==> src/rtl/spi_rw_pkg.sv <==
package spi_rw_pkg;
  typedef enum logic [2:0] {
    ST_IDLE  = 3'd0,
    ST_LEAD  = 3'd1,
    ST_SHIFT = 3'd2,
    ST_TRAIL = 3'd3,
    ST_GAP   = 3'd4
  } spi_rw_state_t;

  localparam int unsigned GAP_HALVES = 2;
endpackage

==> src/rtl/spi_rw_halftick.sv <==
module spi_rw_halftick #(
  parameter int unsigned HALF_CLKS = 5
) (
  input  logic clk,
  input  logic rst,
  input  logic run,
  output logic tick
);
  localparam int unsigned CW = (HALF_CLKS > 1) ? $clog2(HALF_CLKS) : 1;
  localparam logic [CW-1:0] LAST = CW'(HALF_CLKS - 1);

  logic [CW-1:0] cnt;

  assign tick = run && (cnt == LAST);

  always_ff @(posedge clk) begin
    if (rst || !run || tick) cnt <= '0;
    else                     cnt <= cnt + 1'b1;
  end
endmodule

==> src/rtl/spi_rw_shifter.sv <==
module spi_rw_shifter #(
  parameter int unsigned FRAME_W = 16,
  parameter int unsigned DATA_W  = 8
) (
  input  logic              clk,
  input  logic              rst,
  input  logic              load,
  input  logic [FRAME_W-1:0] frame,
  input  logic              fall,
  input  logic              miso,
  output logic              mosi,
  output logic [DATA_W-1:0] rx
);
  logic [FRAME_W-1:0] tx;

  assign mosi = tx[FRAME_W-1];

  always_ff @(posedge clk) begin
    if (rst) begin
      tx <= '1;
      rx <= '0;
    end else if (load) begin
      tx <= frame;
    end else if (fall) begin
      tx <= {tx[FRAME_W-2:0], 1'b1};
      rx <= {rx[DATA_W-2:0], miso};
    end
  end
endmodule

==> src/rtl/spi_rw_master.sv <==
module spi_rw_master
  import spi_rw_pkg::*;
#(
  parameter int unsigned ADDR_W    = 7,
  parameter int unsigned DATA_W    = 8,
  parameter int unsigned HALF_CLKS = 5
) (
  input  logic              clk,
  input  logic              rst,
  input  logic              req_valid,
  output logic              req_ready,
  input  logic              req_write,
  input  logic [ADDR_W-1:0] req_addr,
  input  logic [DATA_W-1:0] req_wdata,
  output logic              rsp_done,
  output logic [DATA_W-1:0] rsp_rdata,
  output logic              spi_cs_n,
  output logic              spi_sck,
  output logic              spi_mosi,
  input  logic              spi_miso
);
  localparam int unsigned FRAME_W = 1 + ADDR_W + DATA_W;
  localparam int unsigned FCW     = $clog2(FRAME_W);
  localparam logic [FCW-1:0] LAST_FALL = FCW'(FRAME_W - 1);
  localparam logic [FCW-1:0] LAST_GAP  = FCW'(GAP_HALVES - 1);

  spi_rw_state_t state;
  logic [FCW-1:0] fcnt;
  logic tick;
  logic take;
  logic fall;
  logic [FRAME_W-1:0] frame;

  assign req_ready = (state == ST_IDLE);
  assign take      = req_ready && req_valid;
  assign fall      = (state == ST_SHIFT) && tick && spi_sck;
  assign frame     = {req_write, req_addr, req_write ? req_wdata : {DATA_W{1'b1}}};

  spi_rw_halftick #(.HALF_CLKS(HALF_CLKS)) u_tick (
    .clk  (clk),
    .rst  (rst),
    .run  (state != ST_IDLE),
    .tick (tick)
  );

  spi_rw_shifter #(.FRAME_W(FRAME_W), .DATA_W(DATA_W)) u_shift (
    .clk   (clk),
    .rst   (rst),
    .load  (take),
    .frame (frame),
    .fall  (fall),
    .miso  (spi_miso),
    .mosi  (spi_mosi),
    .rx    (rsp_rdata)
  );

  always_ff @(posedge clk) begin
    if (rst) begin
      state    <= ST_IDLE;
      fcnt     <= '0;
      spi_cs_n <= 1'b1;
      spi_sck  <= 1'b0;
      rsp_done <= 1'b0;
    end else begin
      rsp_done <= 1'b0;
      case (state)
        ST_IDLE: begin
          if (take) begin
            spi_cs_n <= 1'b0;
            fcnt     <= '0;
            state    <= ST_LEAD;
          end
        end
        ST_LEAD: begin
          if (tick) begin
            spi_sck <= 1'b1;
            state   <= ST_SHIFT;
          end
        end
        ST_SHIFT: begin
          if (tick) begin
            spi_sck <= ~spi_sck;
            if (spi_sck) begin
              if (fcnt == LAST_FALL) begin
                fcnt  <= '0;
                state <= ST_TRAIL;
              end else begin
                fcnt <= fcnt + 1'b1;
              end
            end
          end
        end
        ST_TRAIL: begin
          if (tick) begin
            spi_cs_n <= 1'b1;
            rsp_done <= 1'b1;
            state    <= ST_GAP;
          end
        end
        ST_GAP: begin
          if (tick) begin
            if (fcnt == LAST_GAP) begin
              fcnt  <= '0;
              state <= ST_IDLE;
            end else begin
              fcnt <= fcnt + 1'b1;
            end
          end
        end
        default: state <= ST_IDLE;
      endcase
    end
  end

  assert_sck_low_idle_R1: assert property (@(posedge clk) disable iff (rst)
    spi_cs_n |-> !spi_sck);
  assert_sck_moves_selected_R1: assert property (@(posedge clk) disable iff (rst)
    !$stable(spi_sck) |-> !spi_cs_n);
  assert_mosi_stable_rise_R3: assert property (@(posedge clk) disable iff (rst)
    $rose(spi_sck) |-> $stable(spi_mosi));
  assert_done_single_R7: assert property (@(posedge clk) disable iff (rst)
    rsp_done |=> !rsp_done);
  assert_cs_rise_done_R7: assert property (@(posedge clk) disable iff (rst)
    $rose(spi_cs_n) |-> rsp_done);
  assert_busy_not_ready_R8: assert property (@(posedge clk) disable iff (rst)
    !spi_cs_n |-> !req_ready);
  assert_gap_after_done_R8: assert property (@(posedge clk) disable iff (rst)
    rsp_done |-> !req_ready);
  assert_take_selects_R10: assert property (@(posedge clk) disable iff (rst)
    (req_valid && req_ready) |=> (!spi_cs_n && !req_ready));
endmodule

==> config.mk <==
export PLATFORM = sky130hd
export DESIGN_NAME = spi_rw_master
export DESIGN_NICKNAME = d
export VERILOG_FILES = /design/src/rtl/spi_rw_pkg.sv /design/src/rtl/spi_rw_halftick.sv /design/src/rtl/spi_rw_shifter.sv /design/src/rtl/spi_rw_master.sv
export SDC_FILE = /design/constraint.sdc
export NUM_CORES = 1
export LEC_CHECK = 0
export ABC_CLOCK_PERIOD_IN_PS = 2000
export BUFFER_PORTS_ARGS = -buffer_cell sky130_fd_sc_hd__buf_2
export CAP_MARGIN = 20
export CELL_PAD_IN_SITES_DETAIL_PLACEMENT = 0
export CELL_PAD_IN_SITES_GLOBAL_PLACEMENT = 1
export CORE_ASPECT_RATIO = 0.6
export CORE_UTILIZATION = 37
export CTS_BUF_LIST = sky130_fd_sc_hd__clkbuf_8 sky130_fd_sc_hd__clkbuf_16
export CTS_CLUSTER_DIAMETER = 150
export DETAILED_ROUTE_END_ITERATION = 8
export PLACE_DENSITY = 0.71
export SLEW_MARGIN = 20
export SYNTH_ARGS = -nofsm -noshare
export SYNTH_HDL_FRONTEND = slang
export SYNTH_HIERARCHICAL = 1
export SYNTH_SLANG_ARGS = --single-unit
==> constraint.sdc <==
create_clock -name clk -period 2 [get_ports clk]
set_clock_uncertainty 0.05 [all_clocks]
set_input_delay 0.3 -clock clk [delete_from_list [all_inputs] [get_ports clk]]
set_output_delay 0.3 -clock clk [all_outputs]
set_load 0.01 [all_outputs]
* Word level (Yosys, flattened, before mapping)
Index checks and enable logic that the tools add are counted. Widths: inputs -> output; s select.
Operators by class: add/sub/neg operators 2, equality and inequality tests 15, multiplexer cells 25, bitwise logic cells 3, reduce and logical (&&, ||, !) cells 19
Operator list (count):
- $mux 16 | 2
- $mux 3 | 8
- $mux 4 | 6
- $pmux 3 s5 | 1
- $ne 2x2->1 const B | 6
- $pmux 4 s3 | 1
- $mux 8 | 1
- $reduce_and 8->1 | 1
- $eq 3x2->1 const B | 2
- $eq 3x3->1 const B | 2
- $reduce_and 3->1 | 2
- $reduce_bool 2->1 | 3
- $reduce_bool 3->1 | 2
- $reduce_and 5->1 | 1
- $add 4x1->4 const B | 1
- $eq 4x1->1 const B | 1
- $eq 4x4->1 const B | 1
- $logic_and 1x1->1 | 4
- $mux 1 | 4
- $ne 2x1->1 const B | 2
- $pmux 1 s2 | 2
- $add 3x1->3 const B | 1
- $eq 3x1->1 const B | 1
- $logic_not 3->1 | 1
- 5 further kinds | 8
Word-level totals: bits in registers 37, input port bits 20

* Depth between registers and ports, before layout
Gate-level depths: netlist (run 1).
word-level depth 6, mapped depth 11

* Hierarchy
The synthesis (run 1) kept the hierarchy.
Modules (own cells, without submodules):
- spi_rw_shifter | times used 1, cells an instance 109, area an instance 1031.0 um2
- spi_rw_master | times used 1, cells an instance 80, area an instance 673.1 um2
- spi_rw_halftick | times used 1, cells an instance 15, area an instance 150.1 um2

* Worst setup path before layout (run 1)
Ideal clock, no wire load.
path kind register to register, start point reg state[0], end point reg u_shift.rx[0], setup time 0.119 ns, arrival time 1.994 ns, data required time 1.831 ns, slack -0.163 ns, stages on the path, launching flop included 12, buffers on the path 3, clock period less this slack 2.163 ns, cells stage by stage dfxtp_1 > clkbuf_1 > nor3_1 > inv_1 > and3_1 > nand4b_1 > nor2_1 > buf_6 > nor2b_1 > buf_4 > nand2_1 > a21oi_1
RTL lines:
- from (decl) | RTL line spi_rw_master.sv:27 | spi_rw_state_t state;
- from (signal assigned) | RTL line spi_rw_master.sv:59 | state <= ST_IDLE;
- from (signal assigned) | RTL line spi_rw_master.sv:71 | state <= ST_LEAD;
- from (signal assigned) | RTL line spi_rw_master.sv:77 | state <= ST_SHIFT;
- $logic_not 3->1 | RTL line spi_rw_master.sv:34 | assign req_ready = (state == ST_IDLE);
- net req_ready | RTL line spi_rw_master.sv:11 | output logic req_ready,
- $logic_and 1x1->1 | RTL line spi_rw_master.sv:35 | assign take = req_ready && req_valid;
- $not 1->1 (no source line)
- $reduce_and 2->1 (no source line)
- to (signal assigned) | RTL line spi_rw_shifter.sv:26 | rx <= {rx[DATA_W-2:0], miso};
- to (decl) | RTL line spi_rw_shifter.sv:12 | output logic [DATA_W-1:0] rx
The timed path passes the listed nets, and every way through them passes these cells. A chain may end at the register's enable or synchronous reset.

* Worst setup path in the final report (run 1)
start point reg u_tick.cnt[1], end point reg fcnt[2]
On the way: longest elaborated chain between the ends 4
Ends and longest elaborated chain:
- from (decl) | RTL line spi_rw_halftick.sv:12 | logic [CW-1:0] cnt;
- from (signal assigned) | RTL line spi_rw_halftick.sv:18 | else cnt <= cnt + 1'b1;
- $eq 3x3->1 * | RTL line spi_rw_halftick.sv:14 | assign tick = run && (cnt == LAST);
- $logic_and 1x1->1 * | RTL line spi_rw_halftick.sv:14
- net tick | RTL line spi_rw_master.sv:29 | logic tick;
- $ne 2x2->1 (no source line)
- $reduce_and 5->1 (no source line) *
- to (signal assigned) | RTL line spi_rw_master.sv:88 | fcnt <= fcnt + 1'b1;
- to (signal assigned) | RTL line spi_rw_master.sv:106 | fcnt <= fcnt + 1'b1;
- to (decl) | RTL line spi_rw_master.sv:28 | logic [FCW-1:0] fcnt;
Mark *: on every way through the listed nets, which the timed path passes. The rest lies on a longest branch.

==> run_results.csv, run 1 <==
group,metric,value,unit
pwr,vdd_ir_drop_max,0.247,mV
pwr,leakage_power,0.861,nW
sta,timing.final.crit_share,0.952,
synthesis,post-synth-top-area-fraction,0.399,
drt,postRouteAntennaNets,0,
floorplan,die-area,0.00531,mm²
sta,clock.fmax,525,MHz
setup_path,start_kind,"flip-flop",
synthesis,number_of_register_bits_inferred_by_synthesis,37,
placement,routability_congestion_estimate_from_global_placement,0.728,
synthesis,fraction_of_the_yosys_area_taken_by_sequential_cells,0.399,
synthesis,synth_enable_flop_cells,0,
cts,number_of_clock_buffers_inserted_by_tritoncts,5,
pwr,power_frac_comb,0.099,
drt,route.final.wire_length,3980,µm
drt,total_iterations_of_the_first_detailed_routing_run,4,
placement,detailed_place.area,0.00207,mm²
placement,post-place-cells,293,
sta,setup-violations-final,0,
floorplan,dieWidth,93.4,µm
grt,grt_first_pass_wirelength,6310,µm
synthesis,synth_most_common_cell,"sky130_fd_sc_hd__dfxtp_1",
pwr,power.density,668,mW/mm²
layout,insertedDiodeCount,0,
setup_path,crit-reg2reg-launch,"u_tick/cnt[1]$_SDFF_PP0_",
sta,finalHoldViolations,0,
floorplan,num_io_pins,33,
synthesis,post_synth_most_frequent_cells,"sky130_fd_sc_hd__dfxtp_1 (37), sky130_fd_sc_hd__a21oi_1 (27), sky130_fd_sc_hd__nand2_1 (20), sky130_fd_sc_hd__mux2i_1 (16), sky130_fd_sc_hd__nor3b_1 (16)",
synthesis,synth_nets,229,
synthesis,share_of_synthesized_registers_carrying_an_async_set_or_reset,0,
synthesis,top_cells_by_area_synth,"sky130_fd_sc_hd__dfxtp_1 (40%), sky130_fd_sc_hd__mux2i_1 (8.6%), sky130_fd_sc_hd__a21oi_1 (7.3%)",
layout,finalInstanceArea,0.00225,mm²
synthesis,synth.largest_area_cell,"sky130_fd_sc_hd__dfxtp_1",
placement,buffer_ports.inserted,32,
floorplan,std_cell_rows,19,
layout,multi_input_area,0.00102,mm²
sta,timing_worst_slew_pin_value,0.572,ns
cts,clock_sinks,37,
worst_hold_path,holdCritStartpoint,"req_addr[6]",
floorplan,fp.coreArea,0.00468,mm²
drt,post_detailed_route_wirelength_per_cell,13.1,µm
cts,clock-root-buffer,"sky130_fd_sc_hd__clkbuf_8",
grt,first_global_vias,1264,
floorplan,initial_core_util,0.396,
placement,dp_hpwl,2670,µm
worst_hold_path,worstHoldPathType,"in2reg",
synthesis,synth_warnings,6,
cts,cts.reportedPaths.clkPinSlew,0.08,ns
drt,detailroute.via_count,1514,
sta,final-max-slew-violation-count,0,
grt,maximum_number_of_pins_on_one_net_before_global_route_repair,28,
sta,grt_setup_unrepaired,"yes",
drt,drcViolationCount,0,
setup_path,crit_path_end_kind,"flip-flop",
drt,drtIter0Drc,72,
sta,min_period,1.90,ns
pwr,p_switching,0.363,mW
sta,timing.slew.headroom,0.618,
synthesis,synth.lib_cells_used.distinct,43,
pwr,finalPower,1.51,mW
cts,tritoncts,"yes",
drt,drt-vias-per-instance,4.96,
grt,initial_antenna_violation_count,0,
synthesis,synth.cell_area,0.00185,mm²
layout,regArea,746,µm²
grt,globalRoute.totalOverflow,0,
setup_path,critical_path_required_time,2.13,ns
pwr,p_sw_frac,0.241,
layout,num-nets-final,266,
synthesis,post_synth.cell_area_avg,9.09,µm²
floorplan,die_y,56.8,µm
pwr,power.sequential.fraction,0.515,
layout,fin_cells,305,
cts,clock_path_buffers,2,
cts,h-tree-depth,2,
layout,fin_util,0.481,
layout,n_fill_cell,446,
setup_path,critPathMaxFanout,9,
layout,layout-drive-gt1-share,0.302,
layout,layout-area-overhead-vs-synth,21.5,%
pwr,power.share.clock,0.386,
synthesis,yosys_most_used_dff,"sky130_fd_sc_hd__dfxtp_1",
setup_path,criticalPathCategory,"reg2reg",
cts,clk_latency,0.29,ns
grt,global_route.usage.total,0.161,
setup_path,cp_data_arrival_time,2.04,ns
run_status,outcome,"complete, no violations",
synthesis,gate_count_of_the_mapped_netlist,204,
flow_run,drv_cap,0,
setup_path,crit_start,"u_tick/cnt[1]$_SDFF_PP0_",
pwr,intPower,1.14,mW
## timing repair
| item | 4_1_cts | 5_1_grt |
|---|---|---|
| buffers inserted | 0 | 3 |
| endpoints found under the hold margin | 0 | 0 |
| gates resized for setup | 0 | 12 |
| setup endpoints to repair | 0 | 27 |
| hold buffers | 0 | 0 |
## registers in the layout (all words and copies together), names as in the netlist
register / cells
rsp_done: 1
state: 3
fcnt: 4
u_tick/cnt: 3
u_shift/rx: 8
spi_cs_n: 1
spi_sck: 1
u_shift/tx: 16
## power by group through the flow
stage / Sequential (mW) / Combinational [mW] / Clock, mW
global route: 0.778 / 0.167 / 0.642
finish: 0.775 / 0.149 / 0.581
CTS: 0.774 / 0.143 / 0.597
detailed placement: 0.792 / 0.142 / 0
global placement: 0.791 / 0.143 / 0
floorplan: 0.790 / 0.0956 / 0
## path summary, 6_finish.rpt
| check | end | slack [ns] | cells after the start |
|---|---|---|---|
| worst max-delay path | fcnt[2]$_SDFFE_PP0P_ | 0.1 | 7 |
| worst min-delay path | u_shift/tx[14]$_SDFFE_PP1P_ | 0.20 | 3 |
| worst max register to register | fcnt[2]$_SDFFE_PP0P_ | 0.1 | 7 |
| worst min register to register | u_shift/rx[4]$_SDFFE_PP0P_ | 0.42 | 2 |
## critical path, cell delays in order (launching register included)
cell	delay, ns
sky130_fd_sc_hd__dfxtp_2	0.33
sky130_fd_sc_hd__inv_2	0.07
sky130_fd_sc_hd__ha_4	0.14
sky130_fd_sc_hd__and3_4	0.19
sky130_fd_sc_hd__nand4b_1	0.24
sky130_fd_sc_hd__o2bb2ai_2	0.46
sky130_fd_sc_hd__o211ai_1	0.16
sky130_fd_sc_hd__o2111a_1	0.17
## area by class of cell
| cell class | instances | area share |
|---|---|---|
| Clock buffer | 7 | 0.0428 |
| Clock inverter | 1 | 0.00222 |
| Inverter | 8 | 0.0133 |
| Multi-Input combinational cell | 145 | 0.451 |
| Sequential cell | 37 | 0.331 |
| Tap cell | 63 | 0.0350 |
| Timing Repair Buffer | 44 | 0.124 |
## layout by cell type (no fill, tap or decap), drive strengths merged
master | Yosys | routed
xor2 | 1 | 1
or3b | 3 | 3
mux2i | 16 | 16
o2111a | 1 | 1
o32a | 1 | 1
nand4 | 2 | 2
ha | 5 | 5
mux2 | 1 | 1
o211ai | 2 | 2
and3 | 2 | 2
o32ai | 1 | 1
o31ai | 1 | 1
o2bb2ai | 1 | 1
nor3b | 17 | 17
a21oi | 28 | 28
a211oi | 1 | 1
clkbuf | 3 | 8
nor3 | 6 | 6
o21ai | 1 | 1
and4b | 1 | 1
nor2b | 2 | 2
inv | 8 | 8
o21bai | 1 | 1
nand2 | 20 | 20
clkinv | 0 | 1
o311ai | 1 | 1
dfxtp | 37 | 37
and2b | 1 | 1
or3 | 2 | 2
or2 | 1 | 1
nor2 | 8 | 8
nand3 | 4 | 4
nand2b | 11 | 11
and2 | 1 | 1
o22ai | 1 | 1
buf | 11 | 43
nand4b | 1 | 1
## metrics by stage
| stage | TNS, ns | hold slack (ns) | setup slack (ns) |
|---|---|---|---|
| finish | 0 | 0.200 | 0.0957 |
| global route | -0.0658 | 0.187 | -0.0279 |
| CTS | 0 | 0.192 | 0.0735 |
| detailed placement | 0 | 0.402 | 0.0931 |
| global placement | 0 | 0.389 | 0.182 |
| floorplan | 0 | 0.377 | 0.00963 |
## per-layer routing
metal  vias up  routed length [µm]  GRT usage
li1        793                   -          -
met1       676                2260      0.245
met2        41                1410      0.193
met3         4                 260     0.0583
met4         0                  43     0.0659
met5         -                   0          0
## cell families (layout without fill, tap and decap cells)
kind of cell | Yosys count | in the layout | synth area share
DFF | 37 | 37 | 0.399
xor gates and xnor gates | 1 | 1 | 0.00472
buffers and inverters | 22 | 60 | 0.0702
muxes | 17 | 17 | 0.0924
and+or+nand+nor | 82 | 82 | 0.260
adders and majority gates | 5 | 5 | 0.0337
AOI/OAI and AO/OA | 40 | 40 | 0.139
(Power assumes the default switching activity.)
==> run 2: changes to the inputs <==
--- a/config.mk
+++ b/config.mk
@@ -15,7 +15,7 @@
 export CTS_BUF_LIST = sky130_fd_sc_hd__clkbuf_8 sky130_fd_sc_hd__clkbuf_16
 export CTS_CLUSTER_DIAMETER = 150
 export DETAILED_ROUTE_END_ITERATION = 8
-export PLACE_DENSITY = 0.71
+export PLACE_DENSITY = 0.83
 export SLEW_MARGIN = 20
 export SYNTH_ARGS = -nofsm -noshare
 export SYNTH_HDL_FRONTEND = slang
==> run 2 against run 1 <==
Net effect: non-clock buffer count fell by 1; sequential power barely moved; fmax fell by 0.26%; flip-flop and latch count did not move; cell count fell by 0.33%; design area fell by 0.17%; worst hold slack barely moved; die area did not move; routed wire length fell by 2.7%; critical endpoint unchanged.
==> run_results.csv, run 2 (synthesis gave the netlist of run 1 again) <==
group,metric,value,unit
grt,globalRoute.totalOverflow,0,
layout,final_cell_mix,"sky130_fd_sc_hd__dfxtp_1 (37), sky130_fd_sc_hd__buf_2 (32), sky130_fd_sc_hd__a21oi_1 (27)",
setup_path,r2r_cells,8,
setup_path,start_kind,"flip-flop",
sta,timing_worst_slew_pin_value,0.539,ns
pwr,power.density,752,mW/mm²
drt,total_iterations_of_the_first_detailed_routing_run,4,
cts,number_of_clock_buffers_inserted_by_tritoncts,5,
placement,dp_hpwl,2710,µm
grt,initial_antenna_violation_count,0,
layout,largest_register_ff_count,16,
floorplan,std_cell_rows,19,
cts,tritoncts,"yes",
cts,h-tree-depth,2,
cts,holdBufCountCts,0,
sta,final-max-slew-violation-count,0,
sta,timing.setup.tns,0,ns
sta,timing.slew.headroom,0.641,
setup_path,criticalPathCategory,"reg2reg",
setup_path,crit_start,"u_tick/cnt[0]$_SDFF_PP0_",
floorplan,fp.coreArea,0.00468,mm²
cts,clock_path_buffers,2,
setup_path,critPathMaxFanout,9,
floorplan,dieWidth,93.4,µm
grt,maximum_number_of_pins_on_one_net_before_global_route_repair,28,
cts,clock-root-buffer,"sky130_fd_sc_hd__clkbuf_8",
layout,fin_util,0.480,
setup_path,critical_path_required_time,2.13,ns
layout,insertedDiodeCount,0,
grt,grt_first_pass_wirelength,6510,µm
drt,drt-vias-per-instance,5.04,
placement,buffer_ports.inserted,32,
grt,global_route.usage.total,0.159,
grt,first_global_vias,1338,
pwr,vdd_ir_drop_max,0.378,mV
setup_path,crit-reg2reg-launch,"u_tick/cnt[0]$_SDFF_PP0_",
layout,largest_regs,"u_shift/tx: 16 flops, u_shift/rx: 8 flops, fcnt: 4 flops",
sta,setup-violations-final,0,
floorplan,initial_core_util,0.396,
layout,n_fill_cell,450,
sta,worst_case_hold_slack,0.201,ns
drt,postRouteAntennaNets,0,
floorplan,num_io_pins,33,
sta,clock.fmax,524,MHz
floorplan,die_y,56.8,µm
drt,drcViolationCount,0,
drt,route.final.wire_length,3870,µm
setup_path,crit_path_end_kind,"flip-flop",
floorplan,die-area,0.00531,mm²
setup_path,worst_r2r_endpoint,"fcnt[2]$_SDFFE_PP0P_",
sta,finalHoldViolations,0,
worst_hold_path,worstHoldPathType,"in2reg",
flow_run,drv_cap,0,
layout,registers.top_by_ff_count,"u_shift/tx",
setup_path,critical_path.endpoint,"fcnt[2]$_SDFFE_PP0P_",
cts,clk_latency,0.29,ns
drt,detailroute.via_count,1531,
cts,cts.reportedPaths.clkPinSlew,0.07,ns
layout,layout_commonest_cell,"sky130_fd_sc_hd__dfxtp_1",
sta,timing.final.crit_share,0.955,
setup_path,cp_data_arrival_time,2.04,ns
pwr,leakage_power,0.864,nW
sta,min_period,1.91,ns
layout,num-nets-final,265,
cts,clock_sinks,37,
run_status,outcome,"complete, no violations",
drt,drtIter0Drc,95,
placement,routability_congestion_estimate_from_global_placement,0.757,
layout,layout-drive-gt1-share,0.266,
setup_path,reg2reg_slack,0.09,ns
drt,post_detailed_route_wirelength_per_cell,12.7,µm
layout,layout-area-overhead-vs-synth,21.3,%
==> run 2: cell types whose count changed in the layout (fill, tap and decap cells not counted), sizes merged <==
cell    change
bufinv      +2
clkbuf      -3
==> run 2: power breakdown <==
part	total, mW	internal, mW	switching [mW]	leakage (nW)
logic	0.154	0.0727	0.0815	0.495
clock network	0.761	0.495	0.266	0.0681
registers	0.775	0.761	0.0143	0.302
total	1.69	1.33	0.361	0.864
==> run 2: per-layer routing <==
layer / track usage / wire, µm
met1: 0.261 / 2160
met2: 0.184 / 1460
met3: 0.0407 / 217
met4: 0.0593 / 44
met5: 0 / 0
==> run 2: cell type report <==
class	count	area (µm²)	share of cell area
multi-input combinational	145	1010	0.449
sequential	37	741	0.329
inverter	8	30.0	0.0134
clock buffer	5	68.8	0.0306
timing repair buffer	43	255	0.114
clock inverter	3	65.1	0.0289
tap	63	78.8	0.0351
==> run 2: repair_timing <==
item | 4_1_cts | 5_1_grt
endpoints found under the hold margin | 0 | 0
setup buffers | 0 | 2
setup endpoints to repair | 0 | 27
gates resized for setup | 0 | 3
==> run 2: through the flow <==
step | cell area [µm²] | setup WS (ns) | total power, mW | instances
3_5_place_dp | 2080 | 0.0913 | 0.938 | 294
5_1_grt | 2250 | -0.0653 | 1.77 | 304
2_1_floorplan | 1860 | 0.00963 | 0.885 | 204
3_3_place_gp | 2080 | 0.164 | 0.936 | 294
4_1_cts | 2210 | 0.0827 | 1.71 | 302
6_report | 2250 | 0.0907 | 1.69 | 304
==> run 2: worst min path at each step <==
stage | startpoint | endpoint | slack (ns) | cells after the start
final | spi_miso | u_shift/rx[0]$_SDFFE_PP0P_ | 0.20 | 3
after global routing | req_addr[6] | u_shift/tx[14]$_SDFFE_PP1P_ | 0.21 | 3
after CTS | req_addr[5] | u_shift/tx[13]$_SDFFE_PP1P_ | 0.19 | 3
after detailed placement | u_tick/cnt[0]$_SDFF_PP0_ | u_tick/cnt[0]$_SDFF_PP0_ | 0.40 | 1
after global placement | u_tick/cnt[0]$_SDFF_PP0_ | u_tick/cnt[0]$_SDFF_PP0_ | 0.39 | 1
after floorplan | u_tick/cnt[0]$_SDFF_PP0_ | u_tick/cnt[0]$_SDFF_PP0_ | 0.38 | 1
==> run 2: worst max-delay path: stages, from the launching register on <==
cell and delay [ns]:
sky130_fd_sc_hd__dfxtp_1 0.32, sky130_fd_sc_hd__inv_1 0.06, sky130_fd_sc_hd__ha_1 0.17, sky130_fd_sc_hd__and3_2 0.24, sky130_fd_sc_hd__nand4b_1 0.23, sky130_fd_sc_hd__buf_4 0.22
sky130_fd_sc_hd__o2bb2ai_4 0.22, sky130_fd_sc_hd__o211ai_1 0.13, sky130_fd_sc_hd__o2111a_1 0.15
